### src/rtl/bsa_pkg.sv
package bsa_pkg;
  typedef enum logic [1:0] {
    SZ_BYTE = 2'b00,
    SZ_HALF = 2'b01,
    SZ_WORD = 2'b10,
    SZ_RSVD = 2'b11
  } acc_size_e;
endpackage

### src/rtl/bsa_align_check.sv
module bsa_align_check
  import bsa_pkg::*;
#(
  parameter int LANES = 4,
  parameter int OFS_W = $clog2(LANES)
) (
  input  acc_size_e        size_i,
  input  logic [OFS_W-1:0] ofs_i,
  output logic             misalign_o,
  output logic [LANES-1:0] lane_en_o
);
  function automatic logic breaks_rule(acc_size_e sz, logic [OFS_W-1:0] ofs);
    case (sz)
      SZ_BYTE: return 1'b0;
      SZ_HALF: return ofs[0];
      SZ_WORD: return (ofs != '0);
      default: return 1'b1;
    endcase
  endfunction

  assign misalign_o = breaks_rule(size_i, ofs_i);

  // Lane g carries the byte at offset LANES-1-g (big-endian numbering).
  for (genvar g = 0; g < LANES; g++) begin : g_lane
    localparam int BYTE_OFS = LANES - 1 - g;
    logic hit;
    always_comb begin
      case (size_i)
        SZ_BYTE: hit = (int'(ofs_i) == BYTE_OFS);
        SZ_HALF: hit = ((int'(ofs_i) >> 1) == (BYTE_OFS >> 1));
        SZ_WORD: hit = 1'b1;
        default: hit = 1'b0;
      endcase
    end
    assign lane_en_o[g] = hit & ~misalign_o;
  end
endmodule

### src/rtl/bsa_store_pack.sv
module bsa_store_pack
  import bsa_pkg::*;
#(
  parameter int DATA_W = 32,
  parameter int LANES  = DATA_W / 8
) (
  input  acc_size_e         size_i,
  input  logic [DATA_W-1:0] data_i,
  output logic [DATA_W-1:0] wdata_o
);
  localparam int HALVES = LANES / 2;

  function automatic logic [DATA_W-1:0] spread(acc_size_e sz, logic [DATA_W-1:0] d);
    case (sz)
      SZ_BYTE: return {LANES{d[7:0]}};
      SZ_HALF: return {HALVES{d[15:0]}};
      default: return d;
    endcase
  endfunction

  assign wdata_o = spread(size_i, data_i);
endmodule

### src/rtl/bsa_load_extract.sv
module bsa_load_extract
  import bsa_pkg::*;
#(
  parameter int DATA_W = 32,
  parameter int LANES  = DATA_W / 8,
  parameter int OFS_W  = $clog2(LANES)
) (
  input  acc_size_e         size_i,
  input  logic [OFS_W-1:0]  ofs_i,
  input  logic              unsigned_i,
  input  logic [DATA_W-1:0] rdata_i,
  output logic [DATA_W-1:0] result_o
);
  localparam int HALVES = LANES / 2;

  function automatic logic [7:0] pick_byte(logic [DATA_W-1:0] w, logic [OFS_W-1:0] ofs);
    return w[8*(LANES-1-int'(ofs)) +: 8];
  endfunction

  function automatic logic [15:0] pick_half(logic [DATA_W-1:0] w, logic [OFS_W-1:0] ofs);
    return w[16*(HALVES-1-(int'(ofs) >> 1)) +: 16];
  endfunction

  function automatic logic [DATA_W-1:0] widen8(logic [7:0] b, logic uns);
    return {{(DATA_W-8){b[7] & ~uns}}, b};
  endfunction

  function automatic logic [DATA_W-1:0] widen16(logic [15:0] h, logic uns);
    return {{(DATA_W-16){h[15] & ~uns}}, h};
  endfunction

  always_comb begin
    case (size_i)
      SZ_BYTE: result_o = widen8(pick_byte(rdata_i, ofs_i), unsigned_i);
      SZ_HALF: result_o = widen16(pick_half(rdata_i, ofs_i), unsigned_i);
      default: result_o = rdata_i;
    endcase
  end
endmodule

### src/rtl/bsa_aligner.sv
module bsa_aligner
  import bsa_pkg::*;
#(
  parameter int DATA_W = 32,
  parameter int LANES  = DATA_W / 8,
  parameter int OFS_W  = $clog2(LANES)
) (
  input  logic              clk,
  input  logic              rst_n,
  input  logic              req_valid,
  input  logic              req_store,
  input  logic              req_unsigned,
  input  logic [1:0]        req_size,
  input  logic [OFS_W-1:0]  req_ofs,
  input  logic [DATA_W-1:0] st_data,
  input  logic [DATA_W-1:0] mem_rdata,
  output logic [LANES-1:0]  wr_en,
  output logic [DATA_W-1:0] wr_data,
  output logic [DATA_W-1:0] ld_data,
  output logic              misalign
);
  acc_size_e         size_c;
  logic              bad_c;
  logic [LANES-1:0]  lanes_c;
  logic [DATA_W-1:0] packed_c;
  logic [DATA_W-1:0] loaded_c;

  assign size_c = acc_size_e'(req_size);

  bsa_align_check #(.LANES(LANES), .OFS_W(OFS_W)) u_check (
    .size_i    (size_c),
    .ofs_i     (req_ofs),
    .misalign_o(bad_c),
    .lane_en_o (lanes_c)
  );

  bsa_store_pack #(.DATA_W(DATA_W), .LANES(LANES)) u_pack (
    .size_i (size_c),
    .data_i (st_data),
    .wdata_o(packed_c)
  );

  bsa_load_extract #(.DATA_W(DATA_W), .LANES(LANES), .OFS_W(OFS_W)) u_extract (
    .size_i    (size_c),
    .ofs_i     (req_ofs),
    .unsigned_i(req_unsigned),
    .rdata_i   (mem_rdata),
    .result_o  (loaded_c)
  );

  // Named events of the captured request, kept for the assertions.
  logic      q_valid;
  logic      q_store;
  logic      q_unsigned;
  acc_size_e q_size;

  wire take_store = req_valid & req_store & ~bad_c;
  wire take_load  = req_valid & ~req_store & ~bad_c;

  always_ff @(posedge clk or negedge rst_n) begin
    if (!rst_n) begin
      wr_en      <= '0;
      wr_data    <= '0;
      ld_data    <= '0;
      misalign   <= 1'b0;
      q_valid    <= 1'b0;
      q_store    <= 1'b0;
      q_unsigned <= 1'b0;
      q_size     <= SZ_BYTE;
    end else begin
      wr_en      <= take_store ? lanes_c : '0;
      wr_data    <= (req_valid & req_store) ? packed_c : '0;
      ld_data    <= take_load ? loaded_c : '0;
      misalign   <= req_valid & bad_c;
      q_valid    <= req_valid;
      q_store    <= req_store;
      q_unsigned <= req_unsigned;
      q_size     <= size_c;
    end
  end

  AST_MISALIGN_QUIET: assert property (@(posedge clk) disable iff (!rst_n)
    misalign |-> (wr_en == '0 && ld_data == '0));
  AST_BYTE_ONE_LANE: assert property (@(posedge clk) disable iff (!rst_n)
    (q_valid && q_store && q_size == SZ_BYTE) |-> ($countones(wr_en) == 1));
  AST_HALF_PAIR: assert property (@(posedge clk) disable iff (!rst_n)
    (q_valid && q_store && q_size == SZ_HALF && !misalign) |->
      (wr_en == 4'b1100 || wr_en == 4'b0011));
  AST_WORD_ALL: assert property (@(posedge clk) disable iff (!rst_n)
    (q_valid && q_store && q_size == SZ_WORD && !misalign) |-> (wr_en == 4'b1111));
  AST_UNSIGNED_BYTE_FILL: assert property (@(posedge clk) disable iff (!rst_n)
    (q_valid && !q_store && q_unsigned && q_size == SZ_BYTE) |-> (ld_data[DATA_W-1:8] == '0));
  AST_SIGNED_BYTE_FILL: assert property (@(posedge clk) disable iff (!rst_n)
    (q_valid && !q_store && !q_unsigned && q_size == SZ_BYTE) |->
      (ld_data[DATA_W-1:8] == '0 || ld_data[DATA_W-1:7] == '1));
  AST_LOAD_NO_WRITE: assert property (@(posedge clk) disable iff (!rst_n)
    (!q_valid || !q_store) |-> (wr_en == '0));
  AST_IDLE_NO_FLAG: assert property (@(posedge clk) disable iff (!rst_n)
    !q_valid |-> !misalign);
endmodule

### config.mk
export PLATFORM = sky130hd
export DESIGN_NAME = bsa_aligner
export DESIGN_NICKNAME = d
export VERILOG_FILES = /design/src/rtl/bsa_pkg.sv /design/src/rtl/bsa_align_check.sv /design/src/rtl/bsa_store_pack.sv /design/src/rtl/bsa_load_extract.sv /design/src/rtl/bsa_aligner.sv
export SDC_FILE = /design/constraint.sdc
export NUM_CORES = 1
export LEC_CHECK = 0
export BUFFER_PORTS_ARGS = -buffer_cell sky130_fd_sc_hd__buf_2
export CORE_ASPECT_RATIO = 0.5
export CORE_UTILIZATION = 40
export CTS_BUF_LIST = sky130_fd_sc_hd__clkbuf_4 sky130_fd_sc_hd__clkbuf_8
export CTS_CLUSTER_DIAMETER = 30
export DETAILED_ROUTE_END_ITERATION = 12
export HOLD_SLACK_MARGIN = 0.08
export PLACE_DENSITY = 0.67
export SETUP_SLACK_MARGIN = 0.2
export SKIP_CTS_REPAIR_TIMING = 1
export SYNTH_ARGS = -nofsm -noshare
export SYNTH_HDL_FRONTEND = slang
export SYNTH_SLANG_ARGS = --single-unit
### constraint.sdc
create_clock -name clk -period 0.8 [get_ports clk]
set_clock_uncertainty 0.1 [all_clocks]
set_input_delay 0.08 -clock clk [delete_from_list [all_inputs] [get_ports clk]]
set_output_delay 0.08 -clock clk [all_outputs]
set_load 0.03 [all_outputs]
# Word level (Yosys, flattened, before mapping)
# Index checks and enable logic that the tools add are counted.
# word_totals
regBits	69
output_inout_bits	69
wordCells	41
# op_classes
add_sub_neg	2
eq_ne	5
shifts	2
mux	10
bitwise	14
n_reduce_logical	4
# ops
operator	count
$pmux W32 S2	2
$mux W32	2
$logic_not A32 Y1	1
$shiftx A32 B32 Y16	1
$shiftx A32 B32 Y8	1
$pmux W1 S3	5
$and A1 B1 Y1	11
$eq A2 B2 Y1 const B	3
$eq A2 B1 Y1 const B	2
$logic_not A2 Y1	2
$mux W4	1
$not A1 Y1	3
$sub A2 B2 Y3 const A	1
$reduce_bool A2 Y1	1
$sub A1 B1 Y2 const A	1

# Depth between registers and ports, before layout
# Gate-level depths: netlist (run 1).
# depth
ltp_word	5
depth_mapped	5
depth_no_buf	3

# Cells and area by module
# From an unflattened synthesis (run 1), not the netlist that was laid out.
# unflattened
hier_cells	328
hier_area_um2	3829.9
# modules_own_cells
mod	n_inst	cells_per_inst	area_per_inst_um2	seq_area_each_um2
bsa_aligner	1	155	2467.4	1726.7
bsa_load_extract	1	109	824.5	0.0
bsa_store_pack	1	53	464.2	0.0
bsa_align_check	1	11	73.8	0.0

# Worst setup path after synthesis (run 1)
# OpenSTA, ideal clock, no wires.
# synth_path
path_type	input-to-reg
startpoint	input req_ofs[1]
endpoint	register ld_data[21]
setup_ns	0.134
arrival_ns	0.992
required_time_ns	0.566
setup_slack_ns	-0.426
path_stages	4
cell_sequence	mux2_2 a21oi_2 buf_4 a211oi_2
# synth_between
elab_chain_len	5
elab_cells_between_ends	12
# synth_lines
item	line	rtl
from (decl)	bsa_aligner.sv:14	input logic [OFS_W-1:0] req_ofs,
$sub A2 B2 Y3 (tied with other cells)	bsa_load_extract.sv:17	return w[8*(LANES-1-int'(ofs)) +: 8];
$shiftx A32 B32 Y8 (tied with other cells)	bsa_load_extract.sv:17	
$and A1 B1 Y1 (tied with other cells)	bsa_load_extract.sv:25	return {{(DATA_W-8){b[7] & ~uns}}, b};
$pmux W32 S2 / $and A1 B1 Y1 (equally long branches)	bsa_load_extract.sv:33, bsa_aligner.sv:58	
$mux W32 (*)	bsa_aligner.sv:73	ld_data <= take_load ? loaded_c : '0;
to (signal assigned)	bsa_aligner.sv:73	
to (decl)	bsa_aligner.sv:19	output logic [DATA_W-1:0] ld_data,
# Mark *: on every way between the ends. The rest lies on a longest branch, timed or not.

# Final worst setup path (run 1)
# layout_path
startpoint	register ld_data[31]
endpoint	output ld_data[31]
# No word-level cell between the ends.

==> results of run 1 <==
Yosys cell counts (2+ instances only):
cell type  count
a211oi_2      10
buf_6          2
a21oi_1       34
nand3_1       11
inv_1          7
a211oi_1       6
nand2_1       45
a31oi_1       11
nor3_1         3
dfrtp_1       69
xor2_1         2
nor2_1        14
mux2i_1        8
and3_1         8
buf_2          9
o221ai_1       4
o21ai_0        3
buf_4          3
clkbuf_1      13
nor3b_1        8
a41oi_1        3
nor2b_1        3
or2_2          2
o21a_1         3
mux2_2         9
a32oi_1        8
cell families after synthesis:
kind of cell	Yosys count	synth area share
simple gates	99	0.147
compound gates	90	0.204
flops	69	0.530
mux	18	0.0625
xor+xnor	2	0.00537
buf+inv	35	0.0518
sequential cells by signal, summed over array words and instances (netlist names):
name      count
misalign      1
wr_data      32
wr_en         4
ld_data      32
power by group through the flow:
stage	logic, mW	registers, mW	clock network, mW
2_1_floorplan	0.720	3.99	0
3_3_place_gp	1.74	3.72	0
3_5_place_dp	1.75	3.72	0
4_1_cts	1.75	3.65	3.32
5_1_grt	2.62	3.70	3.49
6_report	2.50	3.69	3.31
placed cells by master (no fill, tap or decap), drive strengths merged, types with 4 or more instances in the layout:
master	instances
a211oi	16
inv	5
clkinvlp	5
and3	8
dfrtp	69
a31oi	11
buf	216
o21ai	4
nand3	11
mux2i	8
nor3b	8
clkbuf	15
o221ai	4
nor2	15
mux2	9
a32oi	8
nand2	47
a21oi	35
per-layer routing:
metal  vias to the layer above  wire length [µm]  GRT usage
met5                         -                 0          0
met4                         0               279     0.0610
met2                       188              6090      0.394
met3                        30               997     0.0591
li1                       1545                 -          -
met1                      1727              5090      0.306
per-stage QoR:
stage          instances  power, mW
5_1_grt              630       9.81
6_report             630       9.49
2_1_floorplan        313       4.71
3_3_place_gp         596       5.46
4_1_cts              612       8.73
3_5_place_dp         596       5.47
worst max path at each step:
stage,startpoint,end,slack [ns],cells past startpoint
5_1_grt,wr_data[12]$_DFF_PN0_,wr_data[12],-0.31,1
4_1_cts,ld_data[24]$_DFF_PN0_,ld_data[24],-0.33,1
2_1_floorplan,req_ofs[1],ld_data[21]$_DFF_PN0_,-0.36,4
6_report,ld_data[31]$_DFF_PN0_,ld_data[31],-0.30,1
3_5_place_dp,req_ofs[1],ld_data[20]$_DFF_PN0_,-0.57,4
3_3_place_gp,req_ofs[1],ld_data[16]$_DFF_PN0_,-0.55,4
layout make-up:
type,instances,area share
Sequential cell,69,0.288
Timing Repair Buffer,220,0.329
Clock buffer,11,0.0241
Clock inverter,5,0.0131
Inverter,7,0.00538
Tap cell,108,0.0215
Multi-Input combinational cell,210,0.319
==> metrics.md, run 1 <==
| Metric | Value |
|---|---|
| Post-Syn Area | `3260 µm²` |
| Fraction of layout instances using a drive strength above 1 | `0.797` |
| Worst EP arrival | `0.92 ns` |
| F_max | `913 MHz` |
| Synthesis-to-finish area growth | `92.7%` |
| Root buffer cell | `clkbuf_8` |
| Cells along the critical path | `buf_6` |
| H-tree levels | `3` |
| Die Wd | `130 µm` |
| Crit path buffers/inverters | `1` |
| # DRC | `0` |
| Port buffer count | `141` |
| Site row count | `22` |
| Vias | `3490` |
| RSZ-0062 raised after global routing | `true` |
| EDFF count, synth | `0` |
| Largest net degree at the start of global routing | `39` |
| Pre-CTS setup slack | `-0.571 ns` |
| Final period util | `1.37` |
| Fin util | `0.827` |
| Rel. slew slack | `0.704` |
| # diodes | `0` |
| Reg area | `1810 µm²` |
| Synth cell types | `41` |
| Synthesized flop and latch total | `69` |
| Clock Power Share | `0.349` |
| Leak Pwr | `2.79 nW` |
| Slew @ Worst Pin | `0.442 ns` |
| Main synth FF type | `dfrtp_1` |
| Finished Cell Area | `6280 µm²` |
| Final hold vios | `117` |
| Async S/R FF share, synth | `1.00` |
| Post-synthesis sequential area ratio | `0.530` |
| CP required | `0.62 ns` |
| Vias in the first global route | `3091` |
| Sw frac | `0.295` |
| Synth warn | `0` |
| Crit path max fanout | `1` |
| Router iterations before antenna repair | `4` |
| Share of the synthesized area in the top cell type | `0.530` |
| Crit start category | `flop` |
| Psw | `2.80 mW` |
| Drt wl/cell | `19.8 µm` |
| Max Cap Viol | `0` |
| Total track usage | `0.235` |
| WL final | `12.5 mm` |
| Die extent in y | `65.8 µm` |
| Pwr dens | `1510 nW/µm²` |
| Layout filler cell count | `407` |
| Delay of the slowest critical-path stage | `0.42 ns` |
| Cell family with most CP delay | `flip-flops` |
| Initial antenna violation count | `0` |
| Pint | `6.70 mW` |
| VDD IR max | `0.000942 V` |
| NumNets Final | `590` |
| Min cycle time layout | `1.10 ns` |
| Num CTS Buffers | `9` |
| Sink Count | `69` |
| Cells after synthesis | `313` |
| Fin Setup TNS | `-22.81 ns` |
| Core ar. | `7600 µm²` |
| Multi-input gate area | `2000 µm²` |
| Final hold slack | `-0.394 ns` |
| Area after DPL | `4710 µm²` |
| Failing checks | `hold timing, setup timing` |
| Kind of end point of the critical path | `primary output` |
| Logic pwr share | `0.263` |
| Worst Hold Class | `primary input to async pin` |
| Initial DRC Count | `297` |
| Crit-path slowest cell | `dfrtp_2` |
| Clock Path Buffers | `2` |
| Routed Antenna Nets | `0` |
| Worst-path clk slew | `0.08 ns` |
| Final HPWL DP | `7.22 mm` |
| Seq pwr share | `0.388` |
| Final WS setup | `-0.296 ns` |
| Initial Util | `0.429` |
| GR Overflow Total | `0` |
| Die area | `8540 µm²` |
| Final GP Congestion | `0.847` |
| Run status | `finished with violations` |
| Synth area leaders | `dfrtp_1, a21oi_1, nand2_1` |
| WS Path Type | `flop to primary output` |
| Synthesized Nets | `386` |
| Via density | `5.54` |
| CTS tree | `done` |
| # IOs | `142` |
| Final-report max-slew violation count | `0` |
| First-pass GRT wire length | `15.0 mm` |
| Area leader, netlist | `dfrtp_1` |
| Setup violations, final | `102` |
| Mean post-synth cell area | `10.4 µm²` |
Note: power is estimated with default switching activity, not from simulation.
==> run 2: changes to the inputs <==
--- a/config.mk
+++ b/config.mk
@@ -18,3 +18,4 @@
 export SYNTH_ARGS = -nofsm -noshare
 export SYNTH_HDL_FRONTEND = slang
 export SYNTH_SLANG_ARGS = --single-unit
+export TNS_END_PERCENT = 30
==> metrics.md, run 2 (same netlist as run 1, synthesis figures left out) <==
| Metric | Value |
|---|---|
| # IOs | `142 (unchanged)` |
| Final WS setup | `-0.289 ns (was -0.296 ns)` |
| Kind of end point of the critical path | `primary output (unchanged)` |
| Worst-path clk slew | `0.07 ns (was 0.08 ns)` |
| Run status | `finished with violations (unchanged)` |
| Cell family with most CP delay | `flip-flops (unchanged)` |
| F_max | `918 MHz (was 913 MHz)` |
| NumNets Final | `590 (unchanged)` |
| Fraction of layout instances using a drive strength above 1 | `0.609 (was 0.797)` |
| Clock Path Buffers | `2 (unchanged)` |
| Slew @ Worst Pin | `0.553 ns (was 0.442 ns)` |
| Via density | `5.46 (was 5.54)` |
| Total track usage | `0.248 (was 0.235)` |
| Pre-CTS setup slack | `-0.752 ns (was -0.571 ns)` |
| Final-report max-slew violation count | `0 (unchanged)` |
| Failing checks | `hold timing, setup timing (unchanged)` |
| Router iterations before antenna repair | `5 (was 4)` |
| Port buffer count | `141 (unchanged)` |
| Final HPWL DP | `7.21 mm (was 7.22 mm)` |
| Commonest cells after routing, fill and taps aside | `buf_2, dfrtp_1, buf_4, nand2_1, buf_6 (was buf_6, dfrtp_2, buf_2, buf_4, nand2_1)` |
| Rel. slew slack | `0.630 (was 0.704)` |
| WL final | `11.6 mm (was 12.5 mm)` |
| Cells along the critical path | `buf_2 (was buf_6)` |
| Routed Antenna Nets | `0 (unchanged)` |
| Root buffer cell | `clkbuf_8 (unchanged)` |
| Num CTS Buffers | `9 (unchanged)` |
| Pwr dens | `1660 nW/µm² (was 1510 nW/µm²)` |
| Vias | `3440 (was 3490)` |
| Crit path buffers/inverters | `1 (unchanged)` |
| Sink Count | `69 (unchanged)` |
| Die extent in y | `65.8 µm (unchanged)` |
| Initial antenna violation count | `0 (unchanged)` |
| WS Path Type | `flop to primary output (unchanged)` |
| Leak Pwr | `2.76 nW (was 2.79 nW)` |
| Levels on crit path | `1 (unchanged)` |
| Setup violations, final | `102 (unchanged)` |
| CP required | `0.62 ns (about the same)` |
| First-pass GRT wire length | `15.7 mm (was 15.0 mm)` |
| Top flop regs | `ld_data: 32 flops, wr_data: 32 flops, wr_en: 4 flops (unchanged)` |
| Synthesis-to-finish area growth | `66.6% (was 92.7%)` |
| CTS tree | `done (unchanged)` |
| Initial DRC Count | `247 (was 297)` |
| Largest net degree at the start of global routing | `51 (was 39)` |
| VDD IR max | `0.00113 V (was 0.000942 V)` |
| Worst EP arrival | `0.91 ns (was 0.92 ns)` |
| Initial Util | `0.429 (unchanged)` |
| Site row count | `22 (unchanged)` |
| Die area | `8540 µm² (unchanged)` |
| Worst Hold Class | `primary input to async pin (unchanged)` |
| Layout filler cell count | `561 (was 407)` |
| Fin util | `0.715 (was 0.827)` |
| Final period util | `1.36 (was 1.37)` |
| Final hold vios | `114 (was 117)` |
| Max Cap Viol | `0 (unchanged)` |
| Final GP Congestion | `0.862 (was 0.847)` |
| Vias in the first global route | `3138 (was 3091)` |
| Min cycle time layout | `1.09 ns (was 1.10 ns)` |
| Fin Setup TNS | `-22.85 ns (was -22.81 ns)` |
| H-tree levels | `3 (unchanged)` |
| # diodes | `0 (unchanged)` |
| Delay of the slowest critical-path stage | `0.38 ns (was 0.42 ns)` |
| Core ar. | `7600 µm² (unchanged)` |
| # DRC | `0 (unchanged)` |
| Most common cell after layout, fill and taps aside | `buf_2 (was buf_6)` |
| GR Overflow Total | `0 (unchanged)` |
| Crit start category | `flop (unchanged)` |
| Drt wl/cell | `18.5 µm (was 19.8 µm)` |
| Crit-path slowest cell | `dfrtp_1 (was dfrtp_2)` |
| Final hold slack | `-0.372 ns (was -0.394 ns)` |
| RSZ-0062 raised after global routing | `true (unchanged)` |
| Die Wd | `130 µm (unchanged)` |
| Crit path max fanout | `1 (unchanged)` |
-- run 2: cell types whose count changed in the layout (fill, tap and decap cells not counted), sizes merged --
cell      change
o21ai         +2
clkinvlp      -4
buf           -1
inv           +1
clkinv        +2
-- run 2: how the worst max path moves through the flow --
stage                                      from  slack (ns)                    end
final                     ld_data[23]$_DFF_PN0_       -0.29            ld_data[23]
after global routing      ld_data[23]$_DFF_PN0_       -0.32            ld_data[23]
after CTS                           req_size[0]       -0.37   ld_data[7]$_DFF_PN0_
after detailed placement            req_size[0]       -0.75   ld_data[7]$_DFF_PN0_
after global placement              req_size[0]       -0.72   ld_data[7]$_DFF_PN0_
after floorplan                      req_ofs[1]       -0.36  ld_data[21]$_DFF_PN0_
-- run 2: where the power goes --
part           leakage [nW]  internal (mW)  total (mW)  switching [mW]
Combinational          1.70          0.901        2.11            1.21
Sequential            0.941           3.61        3.64          0.0385
Clock                 0.120           1.95        3.27            1.32
-- run 2: layout make-up --
cell class              count  area (µm²)  area share
multi-input cells         212        1730       0.319
flip-flops and latches     69        1730       0.318
clock buffers              12         159      0.0292
repair buffers            218        1580       0.290
inverters                   7        30.0     0.00553
clock inverters             4        70.1      0.0129
well taps                 108         135      0.0249
-- run 2: per-stage QoR --
stage | area [µm²] | power, mW | hold slack, ns | cells
after floorplan | 3430 | 4.65 | -0.316 | 313
after global placement | 4530 | 5.38 | 0.000534 | 598
after detailed placement | 4530 | 5.39 | 0.00539 | 598
after CTS | 4760 | 8.65 | -0.373 | 614
after global routing | 5430 | 9.34 | -0.373 | 630
final | 5430 | 9.03 | -0.372 | 630
-- run 2: metal layers --
layer | global-route usage | share of wire
met5 | 0 | 0
met4 | 0.0698 | 0.021
met1 | 0.320 | 0.44
met2 | 0.417 | 0.47
met3 | 0.0615 | 0.067
